## src/rtl/dtrig_pkg.sv

```systemverilog
package dtrig_pkg;

   typedef enum logic [1:0] {
      CSR_SEL   = 2'd0,
      CSR_CTRL  = 2'd1,
      CSR_DATA  = 2'd2,
      CSR_DATA3 = 2'd3
   } csr_reg_e;

   // fixed low positions of the writable control fields
   localparam int unsigned B_LD     = 0;
   localparam int unsigned B_ST     = 1;
   localparam int unsigned B_EXE    = 2;
   localparam int unsigned B_U      = 3;
   localparam int unsigned B_S      = 4;
   localparam int unsigned B_H      = 5;
   localparam int unsigned B_M      = 6;
   localparam int unsigned B_MATCH  = 7;
   localparam int unsigned W_MATCH  = 4;
   localparam int unsigned B_CHAIN  = 11;
   localparam int unsigned B_ACT    = 12;
   localparam int unsigned W_ACT    = 6;
   localparam int unsigned B_TIMING = 18;
   localparam int unsigned B_SELECT = 19;

   // read-only high fields
   localparam int unsigned W_TYPE    = 4;
   localparam int unsigned W_MASKMAX = 6;
   localparam logic [W_TYPE-1:0] TRIG_TYPE = 4'd2;

   typedef struct packed {
      logic               dmode;
      logic               select;
      logic               timing;
      logic [W_ACT-1:0]   action;
      logic               chain;
      logic [W_MATCH-1:0] match;
      logic               m;
      logic               h;
      logic               s;
      logic               u;
      logic               exe;
      logic               st;
      logic               ld;
   } trig_ctrl_t;

endpackage

```

## src/rtl/dtrig_slot.sv

```systemverilog
module dtrig_slot
   import dtrig_pkg::*;
#(
   parameter int unsigned XLEN     = 32,
   parameter int unsigned MASK_MAX = 4
) (
   input  logic            clk,
   input  logic            rst_n,
   input  logic            wr_ctrl,
   input  logic            wr_data,
   input  logic [XLEN-1:0] wdata,
   output logic [XLEN-1:0] ctrl_rd,
   output logic [XLEN-1:0] data_rd,
   output logic            dmode,
   output logic            nxt_exe,
   output logic            nxt_ld,
   output logic            nxt_st
);

   localparam int unsigned B_DMODE = XLEN - W_TYPE - 1;
   localparam int unsigned B_MMAX  = B_DMODE - W_MASKMAX;
   localparam logic [W_MASKMAX-1:0] MMAX_VAL = W_MASKMAX'(MASK_MAX);

   trig_ctrl_t      ctrl_q;
   trig_ctrl_t      wr_c;
   logic [XLEN-1:0] data_q;

   // decode of an incoming control word
   always_comb begin
      wr_c        = '0;
      wr_c.dmode  = wdata[B_DMODE];
      wr_c.select = wdata[B_SELECT];
      wr_c.timing = wdata[B_EXE] ? 1'b0 : wdata[B_TIMING];
      wr_c.action = wdata[B_ACT +: W_ACT];
      wr_c.chain  = wdata[B_CHAIN];
      wr_c.match  = wdata[B_MATCH +: W_MATCH];
      wr_c.m      = wdata[B_M];
      wr_c.h      = wdata[B_H];
      wr_c.s      = wdata[B_S];
      wr_c.u      = wdata[B_U];
      wr_c.exe    = wdata[B_EXE];
      wr_c.st     = wdata[B_ST];
      wr_c.ld     = wdata[B_LD];
   end

   always_ff @(posedge clk) begin
      if (!rst_n) begin
         ctrl_q <= '0;
         data_q <= '0;
      end else begin
         if (wr_ctrl) ctrl_q <= wr_c;
         if (wr_data) data_q <= wdata;
      end
   end

   // read view with the read-only fields placed
   always_comb begin
      ctrl_rd                          = '0;
      ctrl_rd[XLEN-1 -: W_TYPE]        = TRIG_TYPE;
      ctrl_rd[B_DMODE]                 = ctrl_q.dmode;
      ctrl_rd[B_MMAX +: W_MASKMAX]     = MMAX_VAL;
      ctrl_rd[B_SELECT]                = ctrl_q.select;
      ctrl_rd[B_TIMING]                = ctrl_q.timing;
      ctrl_rd[B_ACT +: W_ACT]          = ctrl_q.action;
      ctrl_rd[B_CHAIN]                 = ctrl_q.chain;
      ctrl_rd[B_MATCH +: W_MATCH]      = ctrl_q.match;
      ctrl_rd[B_M]                     = ctrl_q.m;
      ctrl_rd[B_H]                     = ctrl_q.h;
      ctrl_rd[B_S]                     = ctrl_q.s;
      ctrl_rd[B_U]                     = ctrl_q.u;
      ctrl_rd[B_EXE]                   = ctrl_q.exe;
      ctrl_rd[B_ST]                    = ctrl_q.st;
      ctrl_rd[B_LD]                    = ctrl_q.ld;
   end

   assign data_rd = data_q;
   assign dmode   = ctrl_q.dmode;
   assign nxt_exe = wr_ctrl ? wr_c.exe : ctrl_q.exe;
   assign nxt_ld  = wr_ctrl ? wr_c.ld  : ctrl_q.ld;
   assign nxt_st  = wr_ctrl ? wr_c.st  : ctrl_q.st;

   AST_EXE_CLEARS_TIMING: assert property (@(posedge clk) disable iff (!rst_n)
      (wr_ctrl && wdata[B_EXE]) |=> !ctrl_rd[B_TIMING]);

endmodule

```

## src/rtl/dtrig_watch.sv

```systemverilog
module dtrig_watch #(
   parameter int unsigned NUM_TRIG = 4
) (
   input  logic                clk,
   input  logic                rst_n,
   input  logic                upd,
   input  logic [NUM_TRIG-1:0] nxt_exe,
   input  logic [NUM_TRIG-1:0] nxt_ld,
   input  logic [NUM_TRIG-1:0] nxt_st,
   output logic                watch_fetch,
   output logic                watch_load,
   output logic                watch_store
);

   logic any_exe, any_ld, any_st;

   generate
      if (NUM_TRIG == 1) begin : g_single
         assign any_exe = nxt_exe[0];
         assign any_ld  = nxt_ld[0];
         assign any_st  = nxt_st[0];
      end else begin : g_multi
         assign any_exe = |nxt_exe;
         assign any_ld  = |nxt_ld;
         assign any_st  = |nxt_st;
      end
   endgenerate

   always_ff @(posedge clk) begin
      if (!rst_n) begin
         watch_fetch <= 1'b0;
         watch_load  <= 1'b0;
         watch_store <= 1'b0;
      end else if (upd) begin
         watch_fetch <= any_exe;
         watch_load  <= any_ld;
         watch_store <= any_st;
      end
   end

   AST_WATCH_HOLD: assert property (@(posedge clk) disable iff (!rst_n)
      !upd |=> $stable({watch_fetch, watch_load, watch_store}));

endmodule

```

## src/rtl/dtrig_bank.sv

```systemverilog
module dtrig_bank
   import dtrig_pkg::*;
#(
   parameter int unsigned XLEN     = 32,
   parameter int unsigned NUM_TRIG = 4,
   parameter int unsigned MASK_MAX = 4
) (
   input  logic            clk,
   input  logic            rst_n,
   input  logic            in_debug,
   input  logic            csr_we,
   input  logic [1:0]      csr_addr,
   input  logic [XLEN-1:0] csr_wdata,
   output logic [XLEN-1:0] csr_rdata,
   output logic            sel_owned,
   output logic            watch_fetch,
   output logic            watch_load,
   output logic            watch_store,
   output logic            flush_req
);

   localparam int unsigned SELW = (NUM_TRIG > 1) ? $clog2(NUM_TRIG) : 1;

   generate
      if (XLEN != 32 && XLEN != 64) begin : g_bad_xlen
         $error("dtrig_bank: XLEN must be 32 or 64");
      end
      if (NUM_TRIG < 1 || NUM_TRIG > 32) begin : g_bad_num
         $error("dtrig_bank: NUM_TRIG must be 1..32");
      end
      if (MASK_MAX >= (1 << W_MASKMAX)) begin : g_bad_mmax
         $error("dtrig_bank: MASK_MAX does not fit its field");
      end
   endgenerate

   csr_reg_e            reg_code;
   logic [SELW-1:0]     sel_q;
   logic                ctrl_ok;
   logic                sel_wr_ok;
   logic [NUM_TRIG-1:0] wr_ctrl_v, wr_data_v, dmode_v;
   logic [NUM_TRIG-1:0] nxt_exe_v, nxt_ld_v, nxt_st_v;
   logic [XLEN-1:0]     ctrl_rd_a [NUM_TRIG];
   logic [XLEN-1:0]     data_rd_a [NUM_TRIG];
   logic [XLEN-1:0]     sel_ctrl, sel_data;

   assign reg_code  = csr_reg_e'(csr_addr);
   assign ctrl_ok   = !sel_owned || in_debug;
   assign sel_wr_ok = csr_we && (reg_code == CSR_SEL)
                      && (csr_wdata < XLEN'(NUM_TRIG));

   // index register
   always_ff @(posedge clk) begin
      if (!rst_n)         sel_q <= '0;
      else if (sel_wr_ok) sel_q <= csr_wdata[SELW-1:0];
   end

   // per-trigger storage
   for (genvar i = 0; i < NUM_TRIG; i++) begin : g_slot
      assign wr_ctrl_v[i] = csr_we && (reg_code == CSR_CTRL) && ctrl_ok
                            && (sel_q == SELW'(i));
      assign wr_data_v[i] = csr_we && (reg_code == CSR_DATA) && ctrl_ok
                            && (sel_q == SELW'(i));
      dtrig_slot #(.XLEN(XLEN), .MASK_MAX(MASK_MAX)) i_slot (
         .clk     (clk),
         .rst_n   (rst_n),
         .wr_ctrl (wr_ctrl_v[i]),
         .wr_data (wr_data_v[i]),
         .wdata   (csr_wdata),
         .ctrl_rd (ctrl_rd_a[i]),
         .data_rd (data_rd_a[i]),
         .dmode   (dmode_v[i]),
         .nxt_exe (nxt_exe_v[i]),
         .nxt_ld  (nxt_ld_v[i]),
         .nxt_st  (nxt_st_v[i])
      );
   end

   // selected-trigger view; an index with no trigger reads zero
   always_comb begin
      sel_ctrl  = '0;
      sel_data  = '0;
      sel_owned = 1'b0;
      for (int i = 0; i < NUM_TRIG; i++) begin
         if (sel_q == SELW'(i)) begin
            sel_ctrl  = ctrl_rd_a[i];
            sel_data  = data_rd_a[i];
            sel_owned = dmode_v[i];
         end
      end
   end

   always_comb begin
      unique case (reg_code)
         CSR_SEL:   csr_rdata = XLEN'(sel_q);
         CSR_CTRL:  csr_rdata = sel_ctrl;
         CSR_DATA:  csr_rdata = sel_data;
         default:   csr_rdata = '0;
      endcase
   end

   dtrig_watch #(.NUM_TRIG(NUM_TRIG)) i_watch (
      .clk         (clk),
      .rst_n       (rst_n),
      .upd         (|wr_ctrl_v),
      .nxt_exe     (nxt_exe_v),
      .nxt_ld      (nxt_ld_v),
      .nxt_st      (nxt_st_v),
      .watch_fetch (watch_fetch),
      .watch_load  (watch_load),
      .watch_store (watch_store)
   );

   always_ff @(posedge clk) begin
      if (!rst_n) flush_req <= 1'b0;
      else        flush_req <= |wr_ctrl_v;
   end

   AST_SEL_IN_RANGE: assert property (@(posedge clk) disable iff (!rst_n)
      int'(sel_q) < NUM_TRIG);
   AST_SEL_BAD_HOLD: assert property (@(posedge clk) disable iff (!rst_n)
      (csr_we && reg_code == CSR_SEL && csr_wdata >= XLEN'(NUM_TRIG))
      |=> $stable(sel_q));
   AST_BLOCKED_NO_FLUSH: assert property (@(posedge clk) disable iff (!rst_n)
      (csr_we && reg_code == CSR_CTRL && sel_owned && !in_debug)
      |=> !flush_req);
   AST_SPARE_ZERO: assert property (@(posedge clk) disable iff (!rst_n)
      (reg_code == CSR_DATA3) |-> (csr_rdata == '0));
   AST_LOAD_RISE_FLUSH: assert property (@(posedge clk) disable iff (!rst_n)
      $rose(watch_load) |-> flush_req);

endmodule

```

## config.mk

```make
export PLATFORM = sky130hd
export DESIGN_NAME = dtrig_bank
export DESIGN_NICKNAME = d
export VERILOG_FILES = /design/src/rtl/dtrig_pkg.sv /design/src/rtl/dtrig_slot.sv /design/src/rtl/dtrig_watch.sv /design/src/rtl/dtrig_bank.sv
export SDC_FILE = /design/constraint.sdc
export NUM_CORES = 1
export LEC_CHECK = 0
export ABC_CLOCK_PERIOD_IN_PS = 3000
export BUFFER_PORTS_ARGS = -buffer_cell sky130_fd_sc_hd__buf_2
export CORE_ASPECT_RATIO = 1.4
export CORE_MARGIN = 2
export CORE_UTILIZATION = 30
export DETAILED_ROUTE_END_ITERATION = 16
export SLEW_MARGIN = 20
export SYNTH_ARGS = -nofsm -noshare
export SYNTH_HDL_FRONTEND = slang
export SYNTH_SLANG_ARGS = --single-unit
```

## constraint.sdc

```tcl
create_clock -name clk -period 3 [get_ports clk]
set_input_delay 0.45 -clock clk [delete_from_list [all_inputs] [get_ports clk]]
set_output_delay 0.45 -clock clk [all_outputs]
set_load 0.01 [all_outputs]
```

Word-level counts from Yosys, hierarchy flattened
Cells that the tools add are included.
{"block": "totals", "latchBits": 0, "regBits": 218, "mem_bits_ro": 0, "in_bits": 38, "memories": 0, "output_inout_bits": 37, "elab_cells": 115, "ram_bits": 0}
{"block": "classes", "reduce_logical": 22, "addsub": 0, "multipliers": 0, "magnitude_cmp": 1, "eq_ne": 5, "n_div": 0, "bitwise": 0, "shifts": 0, "muxes": 26}
{"operator": "$mux W32", "n": 7}
{"operator": "$pmux W32 S3", "n": 1}
{"operator": "$lt A32 B3 Y1 const B", "n": 1}
{"operator": "$mux W30", "n": 1}
{"operator": "$mux W1", "n": 17}
{"operator": "$reduce_or A4 Y1", "n": 4}
{"operator": "$logic_and A1 B1 Y1", "n": 14}
{"operator": "$eq A2 B2 Y1 const B", "n": 3}
{"operator": "$eq A2 B1 Y1 const B", "n": 2}
{"operator": "$logic_not A2 Y1", "n": 2}
{"operator": "$logic_not A1 Y1", "n": 1}
{"operator": "$logic_or A1 B1 Y1", "n": 1}

Logic depth before layout (Yosys ltp)
Gate-level depths: netlist of the first run.
{"block": "depth", "ltp_word": 11, "ltp_mapped": 7, "ltp_nobuf": 4}

Modules after synthesis
From an unflattened synthesis of the first run, not the netlist that was laid out.
{"block": "hier_totals", "cells_unflattened": 1149, "hier_area_um2": 11322.1}
{"module": "dtrig_slot", "area_each_um2": 2114.5, "seq_area_each_um2": 1061.0, "n_inst": 4, "cells_per_inst": 186}
{"module": "dtrig_bank", "area_each_um2": 2736.4, "seq_area_each_um2": 60.1, "n_inst": 1, "cells_per_inst": 393}
{"module": "dtrig_watch", "area_each_um2": 127.6, "seq_area_each_um2": 60.1, "n_inst": 1, "cells_per_inst": 12}

Worst setup path before layout of the first run
No wires, ideal clock.
{"block": "synth_timing", "path_type": "input -> output", "startpoint": "input port csr_addr[0]", "endpoint": "output port csr_rdata[9]", "path_buffers": 3, "path_stages": 7, "t_required_ns": 2.550, "t_arrival_ns": 1.600, "path_slack_ns": 0.950, "path_cell_list": "buf_2 > nor2b_1 > clkbuf_1 > buf_2 > o221ai_1 > o21bai_1 > a21oi_1"}
{"block": "synth_between", "elab_chain_cells": 2, "word_cells_on_any_way": 4, "cone_classes": "2 x eq/ne; 1 x mux; 1 x reduce/logical"}
{"element": "start, declared", "line": "dtrig_bank.sv:12", "source": "input logic [1:0] csr_addr,"}
{"element": "$eq A2 B2 Y1, or another cell as far along", "line": "dtrig_bank.sv:93", "source": "unique case (reg_code)"}
{"element": "$pmux W32 S3 *", "line": "dtrig_bank.sv:93"}
{"element": "end, declared", "line": "dtrig_bank.sv:14", "source": "output logic [XLEN-1:0] csr_rdata,"}
Every way passes the cells marked *; elsewhere a longest branch is shown, timed or not.

Worst setup path after layout of the first run
{"block": "layout_timing", "startpoint": "register sel_q[0]", "endpoint": "output port csr_rdata[4]"}
{"block": "layout_between", "elab_chain_cells": 6, "word_cells_on_any_way": 13, "cone_classes": "3 x eq/ne; 9 x mux; 1 x reduce/logical"}
{"element": "start, declared", "line": "dtrig_bank.sv:37", "source": "logic [SELW-1:0] sel_q;"}
{"element": "start signal, assigned", "line": "dtrig_bank.sv:54", "source": "else if (sel_wr_ok) sel_q <= csr_wdata[SELW-1:0];"}
{"element": "$logic_not A2 Y1", "line": "dtrig_bank.sv:84", "source": "if (sel_q == SELW'(i)) begin"}
{"element": "$mux W32 / $mux W30 (equally long branches)", "line": "dtrig_bank.sv:84"}
{"element": "$mux W32 (3 in a row)", "line": "dtrig_bank.sv:84"}
{"element": "$pmux W32 S3 *", "line": "dtrig_bank.sv:93"}
Marked as above.

==> out/qor.csv, run 1 <==
stage;metric;value;unit
detailed_routing;Total Wirelength;30100;um
placed_design;worst slack at placement;0.660;ns
synth;Synth Warn #;0;
timing;max frequency;0.355;GHz
min_path;HP Start;csr_wdata[21];
outcome;outcome;finished, final reports clean;
final_layout;commonest cells after routing, fill and taps aside;265 x nand2_1, 216 x dfxtp_1, 174 x a21oi_1;
final_layout;commonest non-fill, non-tap cell in the layout;nand2_1;
detailed_routing;DRC Markers;0;
timing;Sum Neg Setup Slack;0;ns
clocking;CTS Root Cell;clkbuf_16;
detailed_routing;Vias/cell;5.04;
clocking;Clock transition at path regs;0.06;ns
setup_path;worst r2r src;sel_q[0];
final_layout;area grow syn2layout;17.6;%
floorplan;starting density of the core;0.304;
timing;final setup vio count;0;
timing;final worst slack;0.183;ns
synth;FFs w/ async S/R, synth;0;
min_path;worst hold path type;input pin to register;
clocking;CTS tree;done;
clocking;number of CTS-inserted buffers;25;
global_routing;first-pass GRT wire length;46900;um
detailed_routing;DR WL/cell;18.3;um
synth;Main synth FF type;dfxtp_1;
setup_path;Startpoint Class;register;
detailed_routing;Vias;8306;
synth;#FFs+latches synth;218;
global_routing;vias in the first global route;8062;
synth;Mapped Cells;1159;
synth;mapped cell area;9810;sq um
clocking;latest clock arrival within the worst-skew pair;0.54;ns
clocking;Clock H-tree levels;1;
final_layout;fillers;3344;
setup_path;critical path arrival;2.37;ns
flow_run;Max Cap Viol;0;
pwr;pwr dens;553;nW/um^2
detailed_routing;TritonRoute pass-1 iters;4;
synth;register area share after synthesis;0.445;
global_routing;GR Util All Layers;0.176;
floorplan;Die Ht;218;um
detailed_routing;Iter 0 DRT Violations;517;
setup_path;WS Path Type;register to primary output;
global_routing;initial antenna violation count;1;
floorplan;core area;32300;sq um
timing;relative slew slack;0.574;
floorplan;Ports;75;
timing;fin crit share;0.939;
timing;Slew @ Worst Pin;0.632;ns
pwr;leakage power;4.54;nW
timing;Final min period;2.82;ns
timing;fin. max-slew vios;0;
synth;Netlist cell types;41;
timing;RSZ-0062 raised after global routing;no;
synth;syn nets;1197;
timing;Fin. Hold Viols;0;
setup_path;Req. time, crit path;2.55;ns
clocking;Post-CTS Hold Buffers;0;
floorplan;die area;34200;sq um
detailed_routing;remaining antenna violation count;0;
timing;Worst Hold Margin;0.196;ns
placed_design;# port buffers;74;
clocking;setup bufs post-CTS;0;
setup_path;CP Launch Point;sel_q[0];
floorplan;Die W;157;um
placed_design;GP Congestion;0.812;
setup_path;element type at the critical path end;primary output;
clocking;CTS Buffer Depth;3;
setup_path;Worst Path Max Fanout;40;
global_routing;Overflow after GRT;0;
final_layout;fin nets;1227;
pwr;peak supply drop;287;uV
timing;Clock Skews;0.0146;ns
synth;syn avg cell area;8.46;sq um
final_layout;layout cells sized above 1;0.163;
clocking;clock sink total;218;
floorplan;# rows;78;
final_layout;ANT cells;0;
global_routing;largest net degree at the start of global routing;74;
placed_design;Final HPWL DP;19900;um
synth;number of synthesized flops with an enable pin;0;
-- registers in the layout (all words and copies together) (netlist names) --
| name | count |
|---|---|
| i_watch.watch_fetch | 1 |
| g_slot.i_slot.ctrl_rd | 80 |
| i_watch.watch_store | 1 |
| flush_req | 1 |
| i_watch.watch_load | 1 |
| g_slot.i_slot.data_rd | 128 |
| sel_q | 2 |
| g_slot.i_slot.dmode | 4 |
-- through the flow --
stage / std cells / util / instance area [sq um] / total power, mW
global placement: 1602 / 0.331 / 10700 / 3.33
floorplan: 1159 / - / 9810 / 3.19
finish: 1648 / 0.357 / 11500 / 6.38
detailed placement: 1602 / 0.331 / 10700 / 3.33
global route: 1648 / 0.357 / 11500 / 6.60
CTS: 1648 / 0.357 / 11500 / 6.45
-- final cells by class --
| cell class | count | area [sq um] | area share |
|---|---|---|---|
| multi-input combinational | 819 | 4950 | 0.429 |
| tap | 440 | 551 | 0.0477 |
| sequential | 218 | 4370 | 0.379 |
| clock buffer | 30 | 694 | 0.0602 |
| timing repair buffer | 118 | 788 | 0.0683 |
| inverter | 7 | 31.3 | 0.00271 |
| clock inverter | 16 | 154 | 0.0133 |
-- critical path, stage by stage, from the launching register on --
cell,delay [ns]
dfxtp_2,0.42
buf_12,0.27
or2_1,0.50
o21bai_1,0.11
a21oi_1,0.30
buf_2,0.19
-- layer usage --
| layer | track usage | vias up | wire (um) |
|---|---|---|---|
| li1 | - | 4016 | - |
| met1 | 0.214 | 4014 | 12500 |
| met5 | 0 | - | 13 |
| met2 | 0.314 | 225 | 15200 |
| met3 | 0.0244 | 49 | 1530 |
| met4 | 0.0645 | 2 | 874 |
-- cells in the mapped netlist (2+ instances only) --
library cell	count	share of area
nand2_1	265	0.10
dfxtp_1	218	0.44
a21oi_1	174	0.089
mux2i_1	113	0.12
nor2_1	101	0.039
clkbuf_1	65	0.025
buf_2	35	0.018
a22o_1	20	0.018
mux4_2	19	0.044
o21ai_0	18	0.0092
o22a_1	14	0.013
and2_1	11	0.0070
a2bb2oi_1	10	0.0089
a21o_1	8	0.0061
buf_4	8	0.0061
a22oi_1	7	0.0054
o211ai_1	7	0.0054
buf_1	6	0.0023
nand4_1	6	0.0038
nor2b_1	6	0.0038
nor4_1	6	0.0038
inv_1	5	0.0019
nor3_2	5	0.0051
or3_1	4	0.0026
a31o_1	3	0.0027
nand2b_1	3	0.0019
nor3_1	3	0.0015
o22ai_1	3	0.0019
clkinv_1	2	0.00077
o21bai_1	2	0.0015
o221ai_1	2	0.0018
-- cells by family after synthesis --
kind of cell | after synthesis | share of synthesized area
simple gates | 415 | 0.175
compound gates | 272 | 0.166
flops | 218 | 0.445
mux | 132 | 0.159
buf+inv | 122 | 0.0550
-- worst paths after layout --
kind | end | slack (ns) | cells past startpoint
worst max-delay path | csr_rdata[4] | 0.18 | 5
worst max register to register | g_slot[1].i_slot.data_rd[19] | 0.81 | 6
worst min-delay path | g_slot[0].i_slot.data_rd[21] | 0.20 | 3
worst min register to register | g_slot[0].i_slot.ctrl_rd[16] | 0.45 | 2
-- report_power, final --
| group | switching (mW) | internal [mW] |
|---|---|---|
| clock | 1.28 | 1.84 |
| sequential | 0.0132 | 2.92 |
| combinational | 0.233 | 0.104 |
-- timing repair --
item                       4_1_cts  5_1_grt
hold endpoints to repair         0        0
gates resized for setup          0        1
setup endpoints to repair        0        2
No activity file was read; power rests on OpenSTA's default activity.
==> run 2: changes to the inputs <==
--- a/config.mk
+++ b/config.mk
@@ -8,7 +8,6 @@
 export ABC_CLOCK_PERIOD_IN_PS = 3000
 export BUFFER_PORTS_ARGS = -buffer_cell sky130_fd_sc_hd__buf_2
 export CORE_ASPECT_RATIO = 1.4
-export CORE_MARGIN = 2
 export CORE_UTILIZATION = 30
 export DETAILED_ROUTE_END_ITERATION = 16
 export SLEW_MARGIN = 20
==> out/qor.csv, run 2 (synthesis results as in run 1) <==
stage;metric;value;unit
clocking;Clock transition at path regs;0.06;ns
timing;relative slew slack;0.363;
global_routing;vias in the first global route;8156;
global_routing;largest net degree at the start of global routing;90;
detailed_routing;DRC Markers;0;
setup_path;element type at the critical path end;primary output;
final_layout;area grow syn2layout;17.5;%
timing;fin crit share;0.929;
placed_design;# port buffers;74;
global_routing;GR Util All Layers;0.176;
min_path;worst hold path type;input pin to register;
floorplan;Die Ht;216;um
final_layout;post-route cell area;11500;sq um
clocking;CTS Buffer Depth;3;
timing;Clock Skews;0.0172;ns
setup_path;critical path arrival;2.34;ns
pwr;peak supply drop;335;uV
setup_path;RR Endpoint;g_slot[0].i_slot.ctrl_rd[11];
floorplan;Ports;75;
setup_path;Req. time, crit path;2.55;ns
final_layout;commonest non-fill, non-tap cell in the layout;nand2_1;
detailed_routing;Vias/cell;5.04;
placed_design;Post-Place Cells;1608;
final_layout;max reg flops;128;
setup_path;Startpoint Class;register;
floorplan;# rows;78;
clocking;number of CTS-inserted buffers;24;
placed_design;Final HPWL DP;19500;um
final_layout;fin util;0.357;
timing;fin. max-slew vios;0;
setup_path;CP Launch Point;sel_q[1];
setup_path;setup slack, reg-to-reg;0.83;ns
setup_path;worst r2r path cells;4;
clocking;setup bufs post-CTS;0;
setup_path;Critical Path End;csr_rdata[12];
floorplan;core area;32300;sq um
detailed_routing;remaining antenna violation count;0;
final_layout;commonest cells after routing, fill and taps aside;265 x nand2_1, 216 x dfxtp_1, 174 x a21oi_1;
detailed_routing;Vias;8324;
floorplan;Die W;155;um
timing;Sum Neg Setup Slack;0;ns
clocking;CTS Root Cell;clkbuf_16;
setup_path;Worst Path Max Fanout;30;
timing;max frequency;0.359;GHz
final_layout;fin nets;1232;
outcome;outcome;finished, final reports clean;
timing;Slew @ Worst Pin;0.956;ns
global_routing;initial antenna violation count;1;
pwr;leakage power;4.55;nW
detailed_routing;Iter 0 DRT Violations;460;
final_layout;Final Non-Filler Cells;1652;
placed_design;GP Congestion;0.808;
final_layout;layout cells sized above 1;0.163;
setup_path;worst r2r src;sel_q[1];
timing;RSZ-0062 raised after global routing;no;
detailed_routing;Total Wirelength;29400;um
clocking;CTS tree;done;
clocking;clock sink total;218;
timing;final setup vio count;0;
clocking;Clock H-tree levels;1;
flow_run;Max Cap Viol;0;
detailed_routing;DR WL/cell;17.8;um
detailed_routing;TritonRoute pass-1 iters;4;
pwr;pwr dens;545;nW/um^2
clocking;latest clock arrival within the worst-skew pair;0.52;ns
placed_design;Post-DP Area;10700;sq um
setup_path;WS Path Type;register to primary output;
timing;Fin. Hold Viols;0;
global_routing;first-pass GRT wire length;46400;um
floorplan;starting density of the core;0.304;
timing;Final min period;2.79;ns
global_routing;Overflow after GRT;0;
floorplan;die area;33400;sq um
## run 2: worst min path at each step
stage | from | to | slack, ns | depth (start not counted)
CTS | csr_wdata[23] | g_slot[0].i_slot.data_rd[23] | 0.19 | 3
global route | csr_wdata[23] | g_slot[2].i_slot.data_rd[23] | 0.20 | 3
finish | csr_wdata[23] | g_slot[0].i_slot.data_rd[23] | 0.21 | 3
global placement | g_slot[0].i_slot.data_rd[29] | g_slot[0].i_slot.data_rd[29] | 0.44 | 2
floorplan | g_slot[1].i_slot.data_rd[12] | g_slot[1].i_slot.data_rd[12] | 0.43 | 2
detailed placement | g_slot[0].i_slot.data_rd[16] | g_slot[0].i_slot.data_rd[16] | 0.45 | 2
## run 2: power by group
part / leakage [nW] / total (mW) / switching [mW] / internal, mW
clock: 0.401 / 3.01 / 1.23 / 1.78
sequential: 1.76 / 2.93 / 0.0130 / 2.92
combinational: 2.39 / 0.338 / 0.233 / 0.105
total: 4.55 / 6.28 / 1.48 / 4.80
## run 2: layout make-up
| cell class | count | area (sq um) |
|---|---|---|
| fill | 3324 | 20800 |
| multi-input combinational | 819 | 4950 |
| sequential | 218 | 4370 |
| timing repair buffer | 124 | 808 |
| clock buffer | 31 | 678 |
| tap | 440 | 551 |
| clock inverter | 12 | 131 |
| inverter | 7 | 31.3 |
| antenna | 1 | 2.50 |
## run 2: critical path: stages (launching register included)
cell and delay, ns:
dfxtp_4 0.63, buf_4 0.26, mux4_2 0.50, a22o_1 0.26
buf_2 0.14
## run 2: per-stage QoR
stage,total power [mW],setup WS [ns],hold slack (ns)
final,6.28,0.212,0.211
after global routing,6.50,0.119,0.200
after CTS,6.35,0.114,0.191
after detailed placement,3.34,0.492,0.446
after global placement,3.33,0.518,0.440
after floorplan,3.19,0.950,0.433
## run 2: routing by layer
layer / global-route usage / vias up / routed length, um
met5: 0 / - / 0
met4: 0.0723 / 0 / 1040
met3: 0.0269 / 58 / 1560
met2: 0.309 / 220 / 14500
met1: 0.213 / 4017 / 12300
li1: - / 4029 / -
## run 2: repair_timing
item / 4_1_cts / 5_1_grt
hold buffers: 0 / 0
resized for setup: 1 / 1
setup endpoints to repair: 8 / 2
